File: config.mk
export PLATFORM = sky130hd
export DESIGN_NAME = dio_bus_if
export DESIGN_NICKNAME = d
export VERILOG_FILES = /design/src/rtl/dio_pkg.sv /design/src/rtl/dio_addr_dec.sv /design/src/rtl/dio_sync.sv /design/src/rtl/dio_irq_chan.sv /design/src/rtl/dio_bus_if.sv
export SDC_FILE = /design/constraint.sdc
export NUM_CORES = 1
export LEC_CHECK = 0
export BUFFER_PORTS_ARGS = -buffer_cell sky130_fd_sc_hd__buf_4
export CAP_MARGIN = 20
export CORE_ASPECT_RATIO = 1.5
export CORE_MARGIN = 4
export CORE_UTILIZATION = 40
export CTS_CLUSTER_DIAMETER = 60
export DETAILED_ROUTE_END_ITERATION = 12
export HOLD_SLACK_MARGIN = 0.12
export PLACE_DENSITY = 0.75
export SLEW_MARGIN = 20
export SYNTH_ARGS = -nofsm -noshare
export SYNTH_HDL_FRONTEND = slang
export SYNTH_SLANG_ARGS = --single-unit
File: constraint.sdc
create_clock -name clk -period 9.32 [get_ports clk]
set_input_delay 0 -clock clk [delete_from_list [all_inputs] [get_ports clk]]
set_output_delay 0 -clock clk [all_outputs]
set_load 0.02 [all_outputs]
File: src/rtl/dio_pkg.sv
package dio_pkg;
  localparam int WIN_LOG2 = 3;
  localparam int BYTE_W   = 8;
  localparam int GRP_W    = 16;
  localparam int PORT_BYTES = (2 * GRP_W) / BYTE_W;

  typedef enum logic [1:0] {
    SRC_ISO0 = 2'd0,
    SRC_ISO1 = 2'd1,
    SRC_GEN0 = 2'd2,
    SRC_GEN1 = 2'd3
  } irq_src_e;
endpackage

File: src/rtl/dio_addr_dec.sv
module dio_addr_dec #(
  parameter int ADDR_W = 10,
  localparam int CFG_W = ADDR_W - 1 - dio_pkg::WIN_LOG2
) (
  input  logic [ADDR_W-1:0] addr,
  input  logic [CFG_W-1:0]  cfg,
  output logic              port_hit,
  output logic              tmr_hit,
  output logic [1:0]        offs
);
  logic win_hit;

  always_comb begin
    win_hit  = addr[ADDR_W-1] && (addr[ADDR_W-2 -: CFG_W] == cfg);
    port_hit = win_hit && !addr[2];
    tmr_hit  = win_hit && addr[2];
    offs     = addr[1:0];
  end
endmodule

File: src/rtl/dio_sync.sv
module dio_sync #(
  parameter int W      = 32,
  parameter int STAGES = 2
) (
  input  logic         clk,
  input  logic         rst_n,
  input  logic [W-1:0] d,
  output logic [W-1:0] q
);
  logic [W-1:0] stg_q [STAGES];
  logic [W-1:0] stg_d [STAGES];

  always_comb begin
    stg_d[0] = d;
    for (int i = 1; i < STAGES; i++) stg_d[i] = stg_q[i-1];
  end

  generate
    for (genvar s = 0; s < STAGES; s++) begin : g_stage
      always_ff @(posedge clk or negedge rst_n) begin
        if (!rst_n) stg_q[s] <= '0;
        else        stg_q[s] <= stg_d[s];
      end
    end
  endgenerate

  assign q = stg_q[STAGES-1];
endmodule

File: src/rtl/dio_irq_chan.sv
module dio_irq_chan (
  input  logic       clk,
  input  logic       rst_n,
  input  logic [3:0] src_vec,
  input  logic [1:0] sel,
  input  logic       rise,
  input  logic       en,
  input  logic       clr,
  output logic       pending
);
  logic src, prev_q, edge_hit, pend_d;

  always_comb begin
    src      = src_vec[sel];
    edge_hit = en && (rise ? (src && !prev_q) : (!src && prev_q));
    // a fresh edge takes precedence over a clear in the same cycle
    pend_d   = edge_hit || (pending && !clr);
  end

  always_ff @(posedge clk or negedge rst_n) begin
    if (!rst_n) begin
      prev_q  <= 1'b0;
      pending <= 1'b0;
    end else begin
      prev_q  <= src;
      pending <= pend_d;
    end
  end

  // flag is sticky until cleared
  a_r9_sticky: assert property (@(posedge clk) disable iff (!rst_n)
    pending && !clr |=> pending);
  // clear without a competing edge drops the flag
  a_r9_clear: assert property (@(posedge clk) disable iff (!rst_n)
    clr && !edge_hit |=> !pending);
  // a disabled channel never raises its request
  a_r7_disabled: assert property (@(posedge clk) disable iff (!rst_n)
    !en |=> !$rose(pending));
endmodule

File: src/rtl/dio_bus_if.sv
module dio_bus_if #(
  parameter int ADDR_W = 10,
  parameter int N_IRQ  = 2,
  localparam int CFG_W = ADDR_W - 1 - dio_pkg::WIN_LOG2
) (
  input  logic                clk,
  input  logic                rst_n,
  input  logic [ADDR_W-1:0]   bus_addr,
  input  logic                bus_rd,
  input  logic                bus_wr,
  input  logic [7:0]          bus_wdata,
  output logic [7:0]          bus_rdata,
  input  logic [CFG_W-1:0]    base_cfg,
  input  logic [15:0]         iso_in,
  input  logic [15:0]         gen_in,
  output logic [31:0]         dout,
  output logic                tmr_cs,
  output logic [1:0]          tmr_a,
  input  logic [N_IRQ-1:0]    irq_en,
  input  logic [2*N_IRQ-1:0]  irq_sel,
  input  logic [N_IRQ-1:0]    irq_rise,
  input  logic [N_IRQ-1:0]    irq_clr,
  output logic [N_IRQ-1:0]    irq_req
);
  import dio_pkg::*;
  localparam int IN_W = 2 * GRP_W;

  // reset: asserted asynchronously, released on a clock edge
  logic [1:0] rst_sr;
  logic       rst_ni;
  always_ff @(posedge clk or negedge rst_n) begin
    if (!rst_n) rst_sr <= 2'b00;
    else        rst_sr <= {rst_sr[0], 1'b1};
  end
  assign rst_ni = rst_sr[1];

  logic       port_hit, tmr_hit;
  logic [1:0] offs;

  dio_addr_dec #(.ADDR_W(ADDR_W)) u_dec (
    .addr(bus_addr), .cfg(base_cfg),
    .port_hit(port_hit), .tmr_hit(tmr_hit), .offs(offs)
  );

  logic [IN_W-1:0] in_s;
  dio_sync #(.W(IN_W), .STAGES(2)) u_sync (
    .clk(clk), .rst_n(rst_ni), .d({gen_in, iso_in}), .q(in_s)
  );

  // output latches
  logic [31:0] dout_q, dout_d;
  logic        wr_hit, rd0_hit;
  assign wr_hit  = bus_wr && port_hit;
  assign rd0_hit = bus_rd && port_hit && (offs == 2'd0);

  generate
    for (genvar b = 0; b < PORT_BYTES; b++) begin : g_obyte
      always_comb begin
        if (wr_hit && (offs == 2'(b))) dout_d[b*BYTE_W +: BYTE_W] = bus_wdata;
        else                           dout_d[b*BYTE_W +: BYTE_W] = dout_q[b*BYTE_W +: BYTE_W];
      end
    end
  endgenerate

  always_ff @(posedge clk or negedge rst_ni) begin
    if (!rst_ni) dout_q <= '0;
    else         dout_q <= dout_d;
  end
  assign dout = dout_q;

  // read mux and timer pass-through
  always_comb begin
    bus_rdata = (bus_rd && port_hit) ? in_s[offs*BYTE_W +: BYTE_W] : 8'h00;
    tmr_cs    = tmr_hit;
    tmr_a     = bus_addr[1:0];
  end

  // interrupt channels
  logic [3:0] src_vec;
  assign src_vec = {in_s[GRP_W+1], in_s[GRP_W], in_s[1], in_s[0]};

  generate
    for (genvar c = 0; c < N_IRQ; c++) begin : g_irq
      dio_irq_chan u_chan (
        .clk(clk), .rst_n(rst_ni), .src_vec(src_vec),
        .sel(irq_sel[2*c +: 2]), .rise(irq_rise[c]), .en(irq_en[c]),
        .clr(irq_clr[c] || rd0_hit), .pending(irq_req[c])
      );
    end
  endgenerate

  // written byte appears in the addressed lane
  a_r3_write_lands: assert property (@(posedge clk) disable iff (!rst_ni)
    wr_hit |=> dout_q[$past(offs)*BYTE_W +: BYTE_W] == $past(bus_wdata));
  // no hitting write, no change on the outputs
  a_r4_miss_holds: assert property (@(posedge clk) disable iff (!rst_ni)
    !wr_hit |=> $stable(dout_q));
  // timer offsets never drive read data
  a_r5_tmr_quiet: assert property (@(posedge clk) disable iff (!rst_ni)
    tmr_cs |-> bus_rdata == 8'h00);
endmodule

==> results.sh, run 1 <==
export IMPL_start_kind="primary input"
export IMPL_drt_iter0_drc=66
export IMPL_route_vias_total=2178
export IMPL_gr_usage_all_layers_pct=14.48
export IMPL_drt_pass1_iter_count=4
export IMPL_cts_htree_levels=3
export IMPL_gp_congestion=0.7300
export IMPL_crit_path_max_fanout=9
export IMPL_drt_vias_per_instance=4.576
export IMPL_fin_nets=434
export IMPL_grt_pass1_vias=2318
export IMPL_ys_warn_count=0
export IMPL_syn_area_mm2=0.003481
export IMPL_syn_nets=266
export IMPL_root_buffer="clkbuf_16"
export IMPL_path_clk_slew_ns=0.06
export IMPL_synthArstFlopShare_pct=100.0
export IMPL_fmax_mhz=496.6
export IMPL_grt_start_max_net_pins=65
export IMPL_finalPower_uw=921.8
export IMPL_critPathMaxStageDelay_ns=0.55
export IMPL_post_dp_hpwl_mm=4.946
export IMPL_synth_compound_area_share_pct=1.402
export IMPL_synth_top_family_by_area="multiplexers"
export IMPL_seq_area_frac_synth_pct=73.33
export IMPL_period_minus_slack_ns=2.014
export IMPL_ir_drop_mv=0.1460
export IMPL_setup_violations=0
export IMPL_synth_top_area_share_pct=73.33
export IMPL_clkSinkCount=102
export IMPL_max_cap_violations=0
export IMPL_relSlewSlack_pct=51.65
export IMPL_finalHoldViolations=0
export IMPL_drt_total_wl_mm=7.223
export IMPL_status="completed"
export IMPL_final_layout_size_suffix_gt1_share_pct=46.88
export IMPL_dp_cells=410
export IMPL_ctsResizeCount=0
export IMPL_skew_ns=0.004060
export IMPL_cts_tree="done"
export IMPL_antennaDiodeCount=0
export IMPL_grtUsageMet3_pct=3.962
export IMPL_synth_simple_area_share_pct=5.284
export IMPL_cp_arrival_ns=2.22
export IMPL_die_width_um=84.17
export IMPL_critPathKind="in2reg"
export IMPL_synth_top_cells_by_area="dfrtp_1, mux2_2, mux4_2, nor2b_1, mux2_1"
export IMPL_die_height_um=122.3
export IMPL_ys_flop_type="dfrtp_1"
export IMPL_end_kind="flip-flop"
export IMPL_synthXorXnorAreaFrac_pct=0.7549
export IMPL_wl_per_cell_um=15.17
export IMPL_rows=41
export IMPL_rsz0062_at_grt="no"
export IMPL_power_density_mw_per_mm2=176.6
export IMPL_synth_adder_area_share_pct=0
export IMPL_synth_common_cells="dfrtp_1, mux2_2, mux4_2"
export IMPL_cts_max_path_buffers=2
export IMPL_ys_seq_elements=102
export IMPL_busiest_layer="met2"
export IMPL_holdCritPathClass="reg2async"
export IMPL_core_area_mm2=0.008464
export IMPL_min_period_over_period_pct=21.61
export IMPL_cts_buffers=9
export IMPL_crit_required_ns=9.53
export IMPL_port_buffers=114
export IMPL_critPathSlowestCell="dlygate4sd3_1"
export IMPL_ios=115
export IMPL_drc=0
export IMPL_yosysMostFrequentCell="dfrtp_1"
export IMPL_grt_met2_usage_pct=25.94
export IMPL_die_area_mm2=0.01029
export IMPL_antenna_found_initial=0
export IMPL_regArea_mm2=0.002556
export IMPL_stdcell_count=476
export IMPL_avgSynthCellArea_um2=17.76
export IMPL_cts_setup_buffers=0
export IMPL_grt_pass1_wl_mm=11.37
export IMPL_fillers=637
export IMPL_multi_input_area_um2=848.3
export IMPL_clk_latency_ns=0.33
export IMPL_cp_cell_sequence="buf_4 > a222oi_1 > nand4bb_1 > nand2b_1 > a32o_1 > dlygate4sd3_1"
export IMPL_leakagePower_uw=0.002569
export IMPL_syn_inst=196
export IMPL_cts_hold_buf=50
export IMPL_synth_area_leader_cell="dfrtp_1"
export IMPL_setup_tns_ns=0
export IMPL_tightest_slew_ns=0.7253
export IMPL_overflow=0
export IMPL_grt_use_met1_pct=16.54
export IMPL_syn2layout_area_growth_pct=49.93
export IMPL_slew_violations=0
export IMPL_postRouteAntennaNets=0
export IMPL_synth_cell_types=31
export IMPL_synthMuxAreaShare_pct=16.82
export IMPL_start_util_pct=41.12
export IMPL_synth_edf_count=0
==> kinds of logic after synthesis <==
kind of cell    count (synthesis)
compound gates                  6
flops                         102
xor+xnor                        3
other cells                     1
buf+inv                        13
mux                            42
simple gates                   29
==> placed cells by master, fill, tap and decap left out, types with 2 or more instances in the layout <==
master	count
nand2b_1	2
and4b_1	2
mux2_2	29
clkinv_2	2
dfrtp_1	101
a32o_1	2
clkbuf_16	9
o21ai_0	2
dlygate4sd3_1	50
xnor2_1	2
nand2_1	4
mux2_1	3
nor2_1	3
clkinvlp_4	2
inv_1	5
mux4_2	10
nor2b_1	8
buf_4	115
==> sequential cells by signal (all words and copies together), names as in the netlist <==
name	flops
u_sync.stg_d	32
rst_sr	2
g_irq.u_chan.pending	2
u_sync.q	32
g_irq.u_chan.prev_q	2
dout	32
==> report_power, final <==
group,switching (µW),internal [µW],leakage (µW)
logic,32.5,54.5,0.00116
registers,9.81,463,0.00126
clock network,154,208,0.000142
total,196,726,0.00257
==> critical path: cells and delay by family <==
kind,cells,cell delay [ns]
AND/OR/NAND/NOR,2,0.83
buffers and inverters,2,0.66
AO/OA/AOI/OAI,2,0.73
==> area by class of cell <==
| cell class | instances | share of cell area [%] |
|---|---|---|
| well taps | 107 | 2.565 |
| clock inverters | 7 | 1.391 |
| clock buffers | 9 | 4.316 |
| flip-flops and latches | 102 | 48.98 |
| inverters | 5 | 0.3596 |
| multi-input cells | 81 | 16.26 |
| repair buffers | 165 | 26.13 |
==> worst paths after layout <==
kind                               from                 endpoint  slack [ns]  cells after the start
min reg2reg                   rst_sr[1]                 dout[10]        0.29                      0
max                         bus_addr[5]  g_irq[1].u_chan.pending        7.31                      6
min                           rst_sr[1]                 dout[10]        0.29                      0
max in group asynchronous     rst_sr[1]             u_sync.q[31]        7.92                      1
min in group clk              iso_in[2]          u_sync.stg_d[2]        0.31                      2
max reg2reg                u_sync.q[17]  g_irq[1].u_chan.pending        7.36                      5
==> layer usage <==
| metal | wire length [µm] | vias up | part of all wire (%) |
|---|---|---|---|
| met3 | 488 | 8 | 6.8 |
| met5 | 0 | - | 0 |
| li1 | - | 1008 | - |
| met1 | 2584 | 1073 | 36 |
| met2 | 4028 | 89 | 56 |
| met4 | 122 | 0 | 1.7 |
==> stage by stage <==
step	setup slack [ns]	instance area, µm²	hold WS (ns)	utilization [%]
after floorplan	6.268	3481	-0.2956	-
after global placement	7.459	4420	-0.2176	52.22
after detailed placement	7.410	4420	-0.2138	52.22
after CTS	7.271	5219	0.2991	61.66
after global routing	7.151	5219	0.3109	61.66
final	7.306	5219	0.2870	61.66
(Power assumes the default switching activity.)
==> run 2: changes to the inputs <==
ABC_AREA = 1   (was unset)
PLACE_DENSITY = 0.74   (was 0.75)
clock period = 2 ns   (was 9.32 ns; I/O delays follow)
==> run 2 against run 1 <==
Die area grew 7.9%. Worst setup slack lost 7.2 ns. Largest cell class unchanged. Wire length grew 31%. Combinational power grew to 5.6 times the previous value. Core utilization shrank 1.5 points.
==> results.sh, run 2 <==
export IMPL_fmax_mhz=532.2
export IMPL_top_layer="met4"
export IMPL_relSlewSlack_pct=58.91
export IMPL_antennaDiodeCount=0
export IMPL_die_area_mm2=0.01110
export IMPL_post_dp_hpwl_mm=6.358
export IMPL_pwr_share_clk_pct=39.1
export IMPL_synth_edf_count=0
export IMPL_ys_warn_count=0
export IMPL_finalHoldViolations=0
export IMPL_synth_simple_area_share_pct=22.93
export IMPL_start_util_pct=40.86
export IMPL_regArea_mm2=0.002556
export IMPL_crit_required_ns=2.23
export IMPL_cp_arrival_ns=2.11
export IMPL_place_area_mm2=0.004737
export IMPL_p_int_uw=3385
export IMPL_drt_total_wl_mm=9.447
export IMPL_crit_path_max_fanout=6
export IMPL_synth_compound_area_share_pct=4.467
export IMPL_synthXorXnorAreaFrac_pct=0.2316
export IMPL_drt_pass1_iter_count=4
export IMPL_synth_common_cells="nand2_1, dfrtp_1, nand3_1"
export IMPL_synth_adder_area_share_pct=0
export IMPL_ios=115
export IMPL_slew_violations=0
export IMPL_drt_iter0_drc=197
export IMPL_r2r_start="g_irq[0].u_chan.pending"
export IMPL_rr_endpoint="g_irq[0].u_chan.pending"
export IMPL_fillers=731
export IMPL_synth_top_cells_by_area="dfrtp_1, nand2_1, nand3_1, nand4_4, inv_1"
export IMPL_die_height_um=127.1
export IMPL_grt_start_max_net_pins=59
export IMPL_hp_start="bus_addr[2]"
export IMPL_rsz0062_at_grt="no"
export IMPL_synth_cell_types=27
export IMPL_seq_power_share_pct=49.9
export IMPL_yosysMostFrequentCell="nand2_1"
export IMPL_drt_vias_per_instance=4.786
export IMPL_core_area_mm2=0.009254
export IMPL_wl_per_cell_um=14.83
export IMPL_period_minus_slack_ns=1.879
export IMPL_die_width_um=87.39
export IMPL_wl_met1_mm=3.257
export IMPL_grt_pass1_wl_mm=15.30
export IMPL_ff2ff_path_depth=6
export IMPL_grt_pass1_vias=3189
export IMPL_syn2layout_area_growth_pct=47.32
export IMPL_critPathKind="in2reg"
export IMPL_seq_area_frac_synth_pct=67.50
export IMPL_cts_max_path_buffers=2
export IMPL_whs_path_depth=5
export IMPL_avgSynthCellArea_um2=10.80
export IMPL_wl_met2_mm=5.404
export IMPL_clkSinkCount=102
export IMPL_start_kind="primary input"
export IMPL_layout_common_cells="nand2_1, buf_4, dfrtp_1"
export IMPL_cts_htree_levels=3
export IMPL_final_common_cell="nand2_1"
export IMPL_tightest_slew_ns=0.6149
export IMPL_syn_area_mm2=0.003781
export IMPL_ys_seq_elements=102
export IMPL_power_frac_comb_pct=11.0
export IMPL_gp_congestion=0.8541
export IMPL_antenna_found_initial=0
export IMPL_p_sw_share_pct=23.08
export IMPL_setup_tns_ns=0
export IMPL_end_kind="flip-flop"
export IMPL_holdPathEnd="dout[8]"
export IMPL_holdCritPathClass="in2reg"
export IMPL_synth_top_area_share_pct=67.50
export IMPL_synth_area_leader_cell="dfrtp_1"
export IMPL_final_layout_size_suffix_gt1_share_pct=29.33
export IMPL_path_clk_slew_ns=0.07
export IMPL_skew_ns=0.007440
export IMPL_route_vias_total=3049
export IMPL_multi_input_area_mm2=0.001054
export IMPL_fin_util_pct=60.19
export IMPL_min_period_over_period_pct=93.95
export IMPL_port_buffers=114
export IMPL_rows=43
export IMPL_wl_met3_um=517
export IMPL_cts_buffers=9
export IMPL_fin_nets=591
export IMPL_gr_usage_all_layers_pct=18.04
export IMPL_clk_latency_ns=0.34
export IMPL_syn_inst=350
export IMPL_synthArstFlopShare_pct=100.0
export IMPL_setup_violations=0
export IMPL_ir_drop_mv=0.5787
export IMPL_power_net_switching_uw=1015
export IMPL_max_cap_violations=0
export IMPL_cts_tree="done"
export IMPL_power_density_mw_per_mm2=789.9
export IMPL_postRouteAntennaNets=0
export IMPL_stdcell_area_mm2=0.005570
export IMPL_overflow=0
export IMPL_drc=0
export IMPL_root_buffer="clkbuf_16"
export IMPL_synth_top_family_by_area="simple AND/OR/NAND/NOR gates"
export IMPL_synthMuxAreaShare_pct=0
export IMPL_syn_nets=420
export IMPL_leakagePower_uw=0.002914
export IMPL_rrSetupSlack_ns=0.24
export IMPL_ys_flop_type="dfrtp_1"
export IMPL_status="completed"
[run 2: layout make-up]
cell class / instances / share of cell area (%)
Clock inverter: 5 / 1.235
Timing Repair Buffer: 171 / 25.65
Inverter: 25 / 1.685
Tap cell: 112 / 2.516
Sequential cell: 102 / 45.89
Multi-Input combinational cell: 212 / 18.91
Clock buffer: 10 / 4.111
[run 2: metal layers]
layer	vias to the layer above	track usage, %
met1	1453	19.64
met5	-	0
met4	0	8.130
met2	122	33.35
met3	18	2.903
li1	1456	-
[run 2: power groups by stage]
stage               clock, µW  combinational, µW  sequential, µW
global placement            0                374            2230
finish                   1720                483            2200
floorplan                   0                148            2260
global route             1860                531            2200
detailed placement          0                387            2230
CTS                      1760                481            2200
[run 2: worst max path at each step]
stage / from / cells after the start / to
2_1_floorplan: rst_sr[1] / 0 / dout[0]
3_3_place_gp: bus_addr[7] / 10 / dout[17]
3_5_place_dp: bus_addr[7] / 10 / dout[17]
4_1_cts: bus_addr[0] / 8 / g_irq[0].u_chan.pending
5_1_grt: base_cfg[3] / 9 / g_irq[1].u_chan.pending
6_report: base_cfg[3] / 9 / g_irq[0].u_chan.pending
[run 2: kinds of logic (layout without fill, tap and decap cells)]
group | after synthesis | count (layout)
AO/OA/AOI/OAI | 27 | 27
buffers and inverters | 36 | 211
AND/OR/NAND/NOR | 183 | 183
other | 1 | 1
XOR/XNOR | 1 | 1
flip-flops | 102 | 102
[run 2: repair_timing]
item,in CTS,in global routing
hold buffers,53,0
buffers inserted,0,0
resized for setup,0,1
endpoints found under the hold margin,70,0
setup endpoints to repair,0,2
[run 2: worst max-delay path, stage by stage]
cell and delay (ns):
buf_4 0.12, xnor2_1 0.18, nand3_2 0.17, nor2_8 0.25
nand4_1 0.17, nand2_1 0.09, dlygate4sd3_1 0.55, nand2_1 0.04
dlygate4sd3_1 0.54
[run 2: through the flow]
step / instances / total power, µW / setup slack (ns) / hold WS (ns)
after floorplan: 350 / 2412 / 0.2883 / -0.2956
after global placement: 569 / 2605 / 0.6624 / -0.2175
after detailed placement: 569 / 2621 / 0.6289 / -0.2159
after CTS: 637 / 4433 / 0.08201 / 0.1651
after global routing: 637 / 4598 / 0.006179 / 0.1773
final: 637 / 4400 / 0.1209 / 0.1698
==> run 3: changes to the inputs <==
ABC_AREA = unset   (was 1)
CAP_MARGIN = unset   (was 20)
CTS_CLUSTER_SIZE = 20   (was unset)
PLACE_DENSITY = 0.75   (was 0.74)
==> run 3 against run 2 <==
First-iteration DRC count shrank 58%. Fmax shrank 2.6%. Sequential cell count is the same. Worst hold slack better by 0.071 ns. Critical endpoint is now g_irq[1].u_chan.pending. Sequential power about the same. Worst setup slack got worse by 0.051 ns.
==> results.sh, run 3 (synthesized netlist as in run 1, its figures left out) <==
export IMPL_antennaDiodeCount=0
export IMPL_ir_drop_mv=0.6293
export IMPL_drt_iter0_drc=83
export IMPL_crit_required_ns=2.22
export IMPL_max_cap_violations=0
export IMPL_rows=41
export IMPL_skew_ns=0.008034
export IMPL_setup_violations=0
export IMPL_cts_tree="done"
export IMPL_critPathMaxStageDelay_ns=0.55
export IMPL_min_period_over_period_pct=96.50
export IMPL_cpLargestDelayFamily="buffers and inverters"
export IMPL_route_vias_total=2262
export IMPL_r2r_start="u_sync.q[17]"
export IMPL_cts_buffers=9
export IMPL_crit_path_start="u_sync.q[17]"
export IMPL_core_area_mm2=0.008464
export IMPL_cp_depth=5
export IMPL_critPathSlowestCell="dlygate4sd3_1"
export IMPL_clkSinkCount=102
export IMPL_die_area_mm2=0.01029
export IMPL_critPathKind="reg2reg"
export IMPL_ff2ff_path_depth=5
export IMPL_status="completed"
export IMPL_end_kind="flip-flop"
export IMPL_rr_endpoint="g_irq[1].u_chan.pending"
export IMPL_grt_pass1_wl_mm=12.10
export IMPL_crit_path_max_fanout=3
export IMPL_cp_arrival_ns=2.15
export IMPL_syn2layout_area_growth_pct=51.69
export IMPL_finalHoldViolations=0
export IMPL_tightest_slew_ns=0.6674
export IMPL_dp_cells=412
export IMPL_slew_violations=0
export IMPL_die_height_um=122.3
export IMPL_postRouteAntennaNets=0
export IMPL_post_dp_hpwl_mm=5.267
export IMPL_drc=0
export IMPL_period_minus_slack_ns=1.930
export IMPL_final_layout_size_suffix_gt1_share_pct=47.58
export IMPL_clk_latency_ns=0.34
export IMPL_drt_vias_per_instance=4.722
export IMPL_fin_nets=437
export IMPL_drt_total_wl_mm=7.763
export IMPL_place_area_mm2=0.004448
export IMPL_hold_ws_ns=0.2408
export IMPL_holdCritPathClass="reg2async"
export IMPL_cts_htree_levels=3
export IMPL_layout_common_cells="buf_4, dfrtp_1, dlygate4sd3_1"
export IMPL_power_density_mw_per_mm2=835.0
export IMPL_path_clk_slew_ns=0.07
export IMPL_critPathBufInv=1
export IMPL_die_width_um=84.17
export IMPL_gp_congestion=0.7555
export IMPL_crit_end="g_irq[1].u_chan.pending"
export IMPL_relSlewSlack_pct=55.51
export IMPL_port_buffers=114
export IMPL_grt_start_max_net_pins=57
export IMPL_wl_per_cell_um=16.21
export IMPL_start_util_pct=41.12
export IMPL_gr_usage_all_layers_pct=15.63
export IMPL_grt_pass1_vias=2461
export IMPL_root_buffer="clkbuf_16"
export IMPL_cts_max_path_buffers=2
export IMPL_leakagePower_uw=0.002603
export IMPL_antenna_found_initial=1
export IMPL_ios=115
export IMPL_fmax_mhz=518.1
export IMPL_overflow=0
export IMPL_drt_pass1_iter_count=4
export IMPL_stdcell_area_mm2=0.005280
export IMPL_rrSetupSlack_ns=0.07
export IMPL_final_common_cell="buf_4"
export IMPL_cp_cell_sequence="mux4_2 > nand2_1 > o21ai_0 > a32o_1 > dlygate4sd3_1"
export IMPL_start_kind="flip-flop"
export IMPL_stdcell_count=479
==> run 3: cell count changes in the layout (fill, tap and decap cells not counted), moves of 9 or more <==
cell	before	now
nand2_1	118	4
inv_1	18	5
mux4_2	0	10
a21oi_1	9	0
nand3_1	35	1
nor2_1	14	3
mux2_2	0	29
==> run 3: worst min path at each step <==
| stage | end | start | cells after the start |
|---|---|---|---|
| global route | dout[18] | rst_sr[1] | 0 |
| finish | dout[15] | rst_sr[1] | 0 |
| CTS | dout[18] | rst_sr[1] | 0 |
| detailed placement | rst_sr[0] | rst_n | 1 |
| floorplan | rst_sr[0] | rst_n | 0 |
| global placement | rst_sr[0] | rst_n | 1 |
==> run 3: through the flow <==
stage	utilization, %	power, µW	worst slack, ns	TNS [ns]
finish	62.38	4409	0.06990	0
global route	62.38	4579	-0.003029	-0.003029
CTS	62.25	4446	0.04296	0
detailed placement	52.55	2577	-0.09984	-1.375
global placement	52.55	2561	-0.07890	-1.173
floorplan	-	2384	0.2883	0
==> run 3: worst reg2reg max path, stage by stage (launching register included) <==
cell           delay, ns
dfrtp_1             0.39
mux4_2              0.50
nand2_1             0.08
o21ai_0             0.09
a32o_1              0.21
dlygate4sd3_1       0.55
==> run 3: power breakdown <==
part / leakage (µW) / internal, µW / switching (µW)
Sequential: 0.00126 / 2160 / 45.6
Clock: 0.000156 / 1030 / 760
Combinational: 0.00118 / 261 / 160
==> run 3: cell type report <==
class                      count  area (µm²)
clock buffer                  10       239.0
clock inverter                 6       81.33
multi-input combinational     81       852.1
tap                          107       133.9
inverter                       5       18.77
timing repair buffer         168        1399
fill                         608        3184
sequential                   102        2556
==> run 3: what timing repair did <==
action / in CTS / in global routing
endpoints found under the hold margin: 70 / 0
buffers inserted: 0 / 1
hold buffers: 50 / 0
setup endpoints to repair: 0 / 2
resized for setup: 0 / 2
==> run 3: metal layers <==
| metal | share of wire, % | track usage, % | vias to the layer above |
|---|---|---|---|
| met1 | 36 | 16.67 | 1146 |
| met5 | 0.14 | 0 | - |
| met4 | 1.2 | 6.137 | 2 |
| met3 | 7.1 | 4.768 | 7 |
| met2 | 56 | 28.66 | 85 |
| li1 | - | - | 1022 |
